===== src/rtl/scl_div_pkg.sv =====
package scl_div_pkg;

    localparam int CTRL_W      = 16;
    localparam int DIV_A_W     = 2;
    localparam int DIV_A_LSB   = 14;
    localparam int DIV_B_W     = 6;
    localparam int DIV_B_LSB   = 8;
    localparam int STEP_COUNT  = 22;
    localparam int PHASE_COUNT = 4;

    typedef struct packed {
        logic [DIV_A_W-1:0] a;
        logic [DIV_B_W-1:0] b;
    } div_cfg_t;

    function automatic div_cfg_t decode_cfg(input logic [CTRL_W-1:0] word);
        div_cfg_t cfg;
        cfg.a = word[DIV_A_LSB +: DIV_A_W];
        cfg.b = word[DIV_B_LSB +: DIV_B_W];
        return cfg;
    endfunction

    // Step index that closes quarter k of a bit (rounded down).
    function automatic int phase_step(input int k, input int steps);
        return (k * steps) / PHASE_COUNT;
    endfunction

endpackage


===== src/rtl/scl_div_stage.sv =====
module scl_div_stage #(
    parameter int W = 2
) (
    input  logic         clk,
    input  logic         rst,
    input  logic         run,
    input  logic         adv,
    input  logic [W-1:0] limit,
    output logic         wrap
);
    logic [W-1:0] cnt_q;

    assign wrap = run && adv && (cnt_q == limit);

    always_ff @(posedge clk) begin
        if (rst || !run) begin
            cnt_q <= '0;
        end else if (adv) begin
            cnt_q <= (cnt_q == limit) ? '0 : cnt_q + 1'b1;
        end
    end
endmodule


===== src/rtl/scl_step_seq.sv =====
module scl_step_seq
    import scl_div_pkg::*;
#(
    parameter int STEPS  = STEP_COUNT,
    parameter int PHASES = PHASE_COUNT
) (
    input  logic              clk,
    input  logic              rst,
    input  logic              run,
    input  logic              adv,
    output logic              wrap_now,
    output logic [PHASES-1:0] phase_q,
    output logic              end_q
);
    localparam int CW = $clog2(STEPS);
    localparam logic [CW-1:0] LAST = CW'(STEPS - 1);

    logic [CW-1:0]     step_q;
    logic [PHASES-1:0] hit;

    assign wrap_now = run && adv && (step_q == LAST);

    generate
        for (genvar k = 0; k < PHASES; k++) begin : g_phase
            localparam logic [CW-1:0] POS = CW'(phase_step(k, STEPS));
            assign hit[k] = (step_q == POS);
        end
    endgenerate

    always_ff @(posedge clk) begin
        if (rst || !run) begin
            step_q  <= '0;
            phase_q <= '0;
            end_q   <= 1'b0;
        end else begin
            phase_q <= adv ? hit : '0;
            end_q   <= wrap_now;
            if (adv) begin
                step_q <= (step_q == LAST) ? '0 : step_q + 1'b1;
            end
        end
    end
endmodule


===== src/rtl/scl_phase_gen.sv =====
module scl_phase_gen
    import scl_div_pkg::*;
(
    input  logic                   clk,
    input  logic                   rst,
    input  logic                   enable,
    input  logic [CTRL_W-1:0]      ctrl_word,
    output logic [PHASE_COUNT-1:0] phase_strobe,
    output logic                   bit_end
);
    div_cfg_t           cfg_q;
    logic [DIV_A_W-1:0] cur_a;
    logic [DIV_B_W-1:0] cur_b;
    logic               tick_a;
    logic               tick_b;
    logic               period_wrap;

    assign cur_a = cfg_q.a;
    assign cur_b = cfg_q.b;

    // Divider values are captured only while idle or as a bit closes.
    always_ff @(posedge clk) begin
        if (rst) begin
            cfg_q <= '0;
        end else if (!enable || period_wrap) begin
            cfg_q <= decode_cfg(ctrl_word);
        end
    end

    scl_div_stage #(.W(DIV_A_W)) u_stage_a (
        .clk   (clk),
        .rst   (rst),
        .run   (enable),
        .adv   (1'b1),
        .limit (cur_a),
        .wrap  (tick_a)
    );

    scl_div_stage #(.W(DIV_B_W)) u_stage_b (
        .clk   (clk),
        .rst   (rst),
        .run   (enable),
        .adv   (tick_a),
        .limit (cur_b),
        .wrap  (tick_b)
    );

    scl_step_seq #(.STEPS(STEP_COUNT), .PHASES(PHASE_COUNT)) u_seq (
        .clk      (clk),
        .rst      (rst),
        .run      (enable),
        .adv      (tick_b),
        .wrap_now (period_wrap),
        .phase_q  (phase_strobe),
        .end_q    (bit_end)
    );
endmodule


===== config.mk =====
export PLATFORM = sky130hd
export DESIGN_NAME = scl_phase_gen
export DESIGN_NICKNAME = d
export VERILOG_FILES = /design/src/rtl/scl_div_pkg.sv /design/src/rtl/scl_div_stage.sv /design/src/rtl/scl_step_seq.sv /design/src/rtl/scl_phase_gen.sv
export SDC_FILE = /design/constraint.sdc
export NUM_CORES = 1
export LEC_CHECK = 0
export BUFFER_PORTS_ARGS = -buffer_cell sky130_fd_sc_hd__buf_2
export CAP_MARGIN = 20
export CORE_MARGIN = 2
export CORE_UTILIZATION = 30
export CTS_CLUSTER_SIZE = 14
export DETAILED_ROUTE_END_ITERATION = 10
export SLEW_MARGIN = 0
export SYNTH_ARGS = -nofsm -noshare
export SYNTH_HDL_FRONTEND = slang
export SYNTH_HIERARCHICAL = 1
export SYNTH_SLANG_ARGS = --single-unit

===== constraint.sdc =====
create_clock -name clk -period 2.39 [get_ports clk]
set_clock_uncertainty 0.15 [all_clocks]
set_input_delay 0.478 -clock clk [delete_from_list [all_inputs] [get_ports clk]]
set_output_delay 0.478 -clock clk [all_outputs]
set_load 0.1 [all_outputs]

==> results.json, run 1 <==
{
  "status": "completed",
  "post-route-period-util_pct": 92.92,
  "viasPerCell": 4.716,
  "tns_ps": 0,
  "dpl_cell_area_um2": 1503,
  "die_area_um2": 4876,
  "end_kind": "register",
  "drtIter0Drc": 28,
  "grt_pass1_vias": 931,
  "wirelength_um": 2474,
  "place_hpwl_um": 1894,
  "synth_area_per_cell_um2": 9.701,
  "final_area_um2": 1563,
  "slowest_delay_ps": 350,
  "cts_buffer_depth": 2,
  "antenna_found_initial": 0,
  "cts_made_buffers": 3,
  "path_max_fanout": 5,
  "top_layer": "met4",
  "fin_util_pct": 38.24,
  "power.density_nw_per_um2": 521.3,
  "cts_setup_buffers": 0,
  "p_sw_share_pct": 22.70,
  "die_h_um": 69.83,
  "critPathKind": "reg2reg",
  "synth_top_cell_area_share_pct": 40.04,
  "peakVddDrop_v": 0.0003290,
  "critPathTopFamily": "simple AND/OR/NAND/NOR gates",
  "wl_met1_um": 1189,
  "clk_pin_slew_worst_paths_ps": 90,
  "crit_arrival_ps": 2240,
  "period_needed_ps": 2221,
  "overflow": 0,
  "synth_edf_count": 0,
  "total_power_w": 0.0008146,
  "synth_seq_cells": 26,
  "leakage_nw": 0.6106,
  "p_int_w": 0.0006297,
  "critPathSlowestCell": "dfxtp_2",
  "die_x_um": 69.83,
  "wl_per_cell_um": 11.73,
  "drcViolationCount": 0,
  "critical_path.startpoint_type": "register",
  "synth_top_area_cell": "dfxtp_1",
  "timing.rr.start": "u_stage_a/cnt_q[0]",
  "antenna_cells": 0,
  "p_comb_share_pct": 10.0,
  "grt_pass1_wl_um": 4202,
  "vias": 995,
  "antenna_left": 0,
  "hold_path_class": "in2reg",
  "crit_path_start": "u_stage_a/cnt_q[0]",
  "area_growth_pct": 20.21,
  "yosysMostFrequentCell": "dfxtp_1",
  "worstPathRequired_ps": 2410,
  "wl_met3_um": 96,
  "clk_latency_ps": 270,
  "synthAdderAreaFrac_pct": 3.850,
  "synth_top_cells_by_area": "dfxtp_1 (40%), nand2b_1 (7.2%), nand4bb_1 (6.9%), xor2_1 (6.7%), ha_1 (3.8%)",
  "ios": 24,
  "clkPwrFrac_pct": 34.6,
  "gp_congestion": 0.7429,
  "path_cells": "xor2_1 -> nor3_2 -> and4_4 -> and3_4 -> nand4b_1 -> nor3_4 -> buf_4 -> nand4bb_1 -> o21ai_1",
  "tritoncts": "built",
  "power_frac_seq_pct": 55.4,
  "synth_cell_types": 38,
  "syn_area_um2": 1300,
  "crit_buf_inv": 1,
  "nNetsFinal": 185,
  "worstHoldStart": "ctrl_word[15]",
  "htreeDepth": 1,
  "design.core.area_um2": 4086,
  "synthCells": 134,
  "dp_cells": 207,
  "synthArstFlopShare_pct": 0,
  "synthMuxAreaShare_pct": 1.540,
  "grt_setup_unrepaired": "false",
  "stdcell_count": 211,
  "nFillCells": 426,
  "drv_slew": 0,
  "hold_violations": 0,
  "ys_top_cells_by_count": "dfxtp_1 (26), nand2b_1 (15), xor2_1 (10)",
  "drv_cap": 0,
  "yosys_most_used_dff": "dfxtp_1",
  "synthXorXnorAreaFrac_pct": 10.11,
  "num_rows": 23,
  "ys_warn_count": 6,
  "firstDrtPassIters": 4,
  "cts_sinks": 26,
  "switching_power_w": 0.0001849,
  "synth_top_family_by_area": "simple AND/OR/NAND/NOR gates",
  "max_freq_mhz": 450.3,
  "setup-violations-final": 0,
  "layout-drive-gt1-share_pct": 24.84,
  "grt_max_degree": 20,
  "yosysSeqAreaShare_pct": 40.04,
  "synth-simple-area-share_pct": 27.72,
  "track_usage_pct": 10.68,
  "port_buffers": 15,
  "route.met2.wl_um": 1151,
  "synth_compound_area_share_pct": 12.80,
  "start_util_pct": 31.81,
  "clock-root-buffer": "clkbuf_8"
}
[power by group through the flow]
stage	Combinational [W]	Sequential [W]	Clock [W]
2_1_floorplan	0.0000548	0.000461	0
3_3_place_gp	0.0000786	0.000462	0
3_5_place_dp	0.0000812	0.000462	0
4_1_cts	0.0000819	0.000452	0.000294
5_1_grt	0.0000903	0.000454	0.000316
6_report	0.0000815	0.000452	0.000281
[cell families after synthesis]
logic type | Yosys count
simple gates | 53
xor+xnor | 15
buf+inv | 9
flops | 26
compound gates | 24
other cells | 1
fa+ha+maj | 4
mux | 2
[worst reg2reg max path, stage by stage (launching register included)]
cell,delay (ps)
dfxtp_2,350
xor2_1,170
nor3_2,240
and4_4,260
and3_4,180
nand4b_1,180
nor3_4,250
buf_4,160
nand4bb_1,110
o21ai_1,70
[stage by stage]
stage,setup slack [ps],hold slack [ps]
2_1_floorplan,-79.15,315.8
3_3_place_gp,77.27,340.3
3_5_place_dp,36.76,350.4
4_1_cts,72.41,305.2
5_1_grt,48.15,320.0
6_report,169.2,310.8
[state kept, by name (all words and copies together), names as in the netlist]
name / flops
cur_a: 2
cur_b: 6
u_seq/end_q: 1
u_seq/phase_q: 4
u_seq/step_q: 5
u_stage_a/cnt_q: 2
u_stage_b/cnt_q: 6
[layer usage]
metal / GRT usage [%] / vias to the layer above
met5: 0 / -
met4: 3.846 / 0
met3: 3.634 / 4
met2: 17.25 / 12
met1: 13.14 / 455
li1: - / 524
[timing repair]
action / CTS / global route
setup endpoints to repair: 0 / 8
resized for setup: 0 / 1
hold buffers: 0 / 0
[cell type report]
cell class	instances	area (um2)	area share, %
Multi-Input combinational cell	103	768.2	49.16
Timing Repair Buffer	23	135.1	8.647
Sequential cell	26	523.0	33.47
Clock buffer	4	55.05	3.523
Inverter	5	18.77	1.201
Tap cell	50	62.56	4.003
[layout by cell type, fill, tap and decap left out, types with 2 or more instances in the layout]
master / n
buf_2: 15
conb_1: 5
nand4bb_1: 8
o21ai_2: 2
nor3_2: 2
nor3_1: 2
dfxtp_1: 24
buf_4: 8
nand3_1: 2
nor4_1: 3
clkbuf_8: 4
dfxtp_2: 2
a21oi_1: 2
nor2_1: 4
nor2b_1: 2
o21ai_1: 7
nand4_1: 3
nand2b_1: 15
xor2_1: 10
a211oi_1: 5
mux2i_1: 2
inv_1: 4
o21ai_0: 2
ha_1: 4
xnor2_1: 5
nand2_1: 5
[final timing paths]
path                                      endpoint  slack [ps]  cells past startpoint
worst max-delay path                      cur_b[0]         170                      9
worst min-delay path                      cur_a[1]         310                      3
worst max register to register            cur_b[0]         170                      9
worst min register to register  u_stage_a/cnt_q[1]         360                      1
No activity file was read; power rests on OpenSTA's default activity.
==> run 2: changes to the inputs <==
--- a/config.mk
+++ b/config.mk
@@ -8,7 +8,7 @@
 export BUFFER_PORTS_ARGS = -buffer_cell sky130_fd_sc_hd__buf_2
 export CAP_MARGIN = 20
 export CORE_MARGIN = 2
-export CORE_UTILIZATION = 30
+export CORE_UTILIZATION = 36
 export CTS_CLUSTER_SIZE = 14
 export DETAILED_ROUTE_END_ITERATION = 10
 export SLEW_MARGIN = 0
==> run 2 against run 1 <==
  * Sequential power hardly changed
  * Count of clock-buffer cells in the layout fell by 1
  * Non-clock buffer count stayed put
  * Die area fell by 16%
  * Design area down 2.4%
  * Sequential share of layout area grew 0.82 points
  * Core utilization grew 6.8 points
  * Total power fell by 12%
  * Global-route usage up 1.9 points
  * Wire length is 1.1% higher
  * Clock power decreased by 35%
  * Largest cell class unchanged
==> results.json, run 2 (synthesis gave the netlist of run 1 again) <==
{
  "start_util_pct": 38.35,
  "final_area_um2": 1525,
  "critPathSlowestCell": "dfxtp_2",
  "final_common_cell": "dfxtp_1",
  "grt_pass1_vias": 988,
  "grt_pass1_wl_um": 4181,
  "critical_path.startpoint_type": "register",
  "max_freq_mhz": 438.3,
  "power.density_nw_per_um2": 470.6,
  "crit_buf_inv": 0,
  "peakVddDrop_v": 0.0002891,
  "worstPathRequired_ps": 2490,
  "nFillCells": 326,
  "p_sw_share_pct": 24.50,
  "port_buffers": 15,
  "drcViolationCount": 0,
  "tns_ps": 0,
  "met1_usage_pct": 16.85,
  "grt_busiest_layer": "met2",
  "ios": 24,
  "drv_slew": 0,
  "num_rows": 21,
  "antenna_cells": 0,
  "clk_latency_ps": 310,
  "nNetsFinal": 185,
  "design.core.area_um2": 3390,
  "wirelength_um": 2500,
  "grt_setup_unrepaired": "false",
  "firstDrtPassIters": 4,
  "die_h_um": 64.09,
  "antenna_found_initial": 0,
  "switching_power_w": 0.0001759,
  "p_int_w": 0.0005419,
  "antenna_left": 0,
  "critPathKind": "reg2reg",
  "dp_cells": 203,
  "track_usage_pct": 12.60,
  "dpl_cell_area_um2": 1498,
  "clk_pin_slew_worst_paths_ps": 130,
  "post-route-period-util_pct": 95.47,
  "gp_congestion": 0.7609,
  "cts_made_buffers": 3,
  "htreeDepth": 1,
  "slowest_delay_ps": 370,
  "path_max_fanout": 8,
  "grt_max_degree": 20,
  "stdcell_count": 206,
  "tritoncts": "built",
  "status": "completed",
  "hold_path_class": "in2reg",
  "vias": 1020,
  "hold_violations": 0,
  "area_growth_pct": 17.32,
  "setup-violations-final": 0,
  "crit_arrival_ps": 2380,
  "power_frac_seq_pct": 63.1,
  "overflow": 0,
  "p_comb_share_pct": 11.5,
  "critPathTopFamily": "simple AND/OR/NAND/NOR gates",
  "die_area_um2": 4108,
  "path_cells": "xor2_1 -> nor3_2 -> and4_4 -> and3_4 -> nand4b_1 -> nor3_4 -> and2b_4 -> o21ai_1",
  "layout_common_cells": "dfxtp_1 (24), nand2b_1 (15), buf_2 (15), xor2_1 (10)",
  "cts_sinks": 26,
  "period_needed_ps": 2282,
  "drtIter0Drc": 17,
  "gr-usage-met2_pct": 19.01,
  "end_kind": "register",
  "wl_per_cell_um": 12.14,
  "cts_buffer_depth": 2,
  "clock-root-buffer": "clkbuf_4",
  "viasPerCell": 4.951,
  "use_met3_pct": 2.289,
  "die_x_um": 64.09,
  "clkPwrFrac_pct": 25.4,
  "leakage_nw": 0.5956,
  "layout-drive-gt1-share_pct": 24.38,
  "hold_buffers": 0,
  "drv_cap": 0,
  "place_hpwl_um": 1812
}
run 2: cell count changes in the layout (fill, tap and decap cells not counted), sizes merged:
cell / before / now
clkbuf: 4 / 3
run 2: what timing repair did:
item / in CTS / in global routing
endpoints found under the setup margin: 0 / 8
setup buffers: 0 / 0
resized for setup: 0 / 1
endpoints found under the hold margin: 0 / 0
run 2: area by class of cell:
class                   count  area (um2)  area share, %
multi-input cells         103       768.2          50.37
repair buffers             23       135.1          8.860
well taps                  46       57.56          3.774
clock buffers               3       22.52          1.477
flip-flops and latches     26       523.0          34.29
inverters                   5       18.77          1.231
run 2: final timing paths:
path	start	endpoint	slack [ps]	cells after the start
setup / recovery	u_stage_a/cnt_q[0]	cur_a[0]	110	8
hold / removal	ctrl_word[14]	cur_a[0]	260	3
hold reg to reg	cur_b[1]	cur_b[1]	370	2
setup reg to reg	u_stage_a/cnt_q[0]	cur_a[0]	110	8
run 2: layer usage:
layer / wire length [um] / share of wire, % / vias to the layer above
li1: - / - / 523
met1: 1235 / 49 / 480
met2: 1172 / 47 / 13
met3: 59 / 2.4 / 4
met4: 33 / 1.3 / 0
met5: 0 / 0 / -
run 2: tightest hold or removal path, delay by kind of cell:
family	cells	cell delay [ps]
buffers and inverters	1	100
AOI/OAI and AO/OA	1	60
and+or+nand+nor	1	50
run 2: stage by stage:
stage | power, W | util, % | worst slack (ps) | hold slack, ps
detailed placement | 0.0005428 | 44.19 | -3.522 | 348.5
global placement | 0.0005399 | 44.19 | 43.87 | 330.7
global route | 0.0007581 | 45.00 | 27.93 | 229.5
finish | 0.0007177 | 45.00 | 108.3 | 258.8
floorplan | 0.0005157 | - | -79.15 | 315.8
CTS | 0.0007248 | 44.85 | 40.97 | 245.1
run 2: power groups by stage:
stage | Combinational, W | Clock, W | Sequential [W]
2_1_floorplan | 0.0000548 | 0 | 0.000461
3_3_place_gp | 0.0000779 | 0 | 0.000462
3_5_place_dp | 0.0000802 | 0 | 0.000463
4_1_cts | 0.0000804 | 0.000191 | 0.000453
5_1_grt | 0.0000899 | 0.000213 | 0.000455
6_report | 0.0000825 | 0.000182 | 0.000453
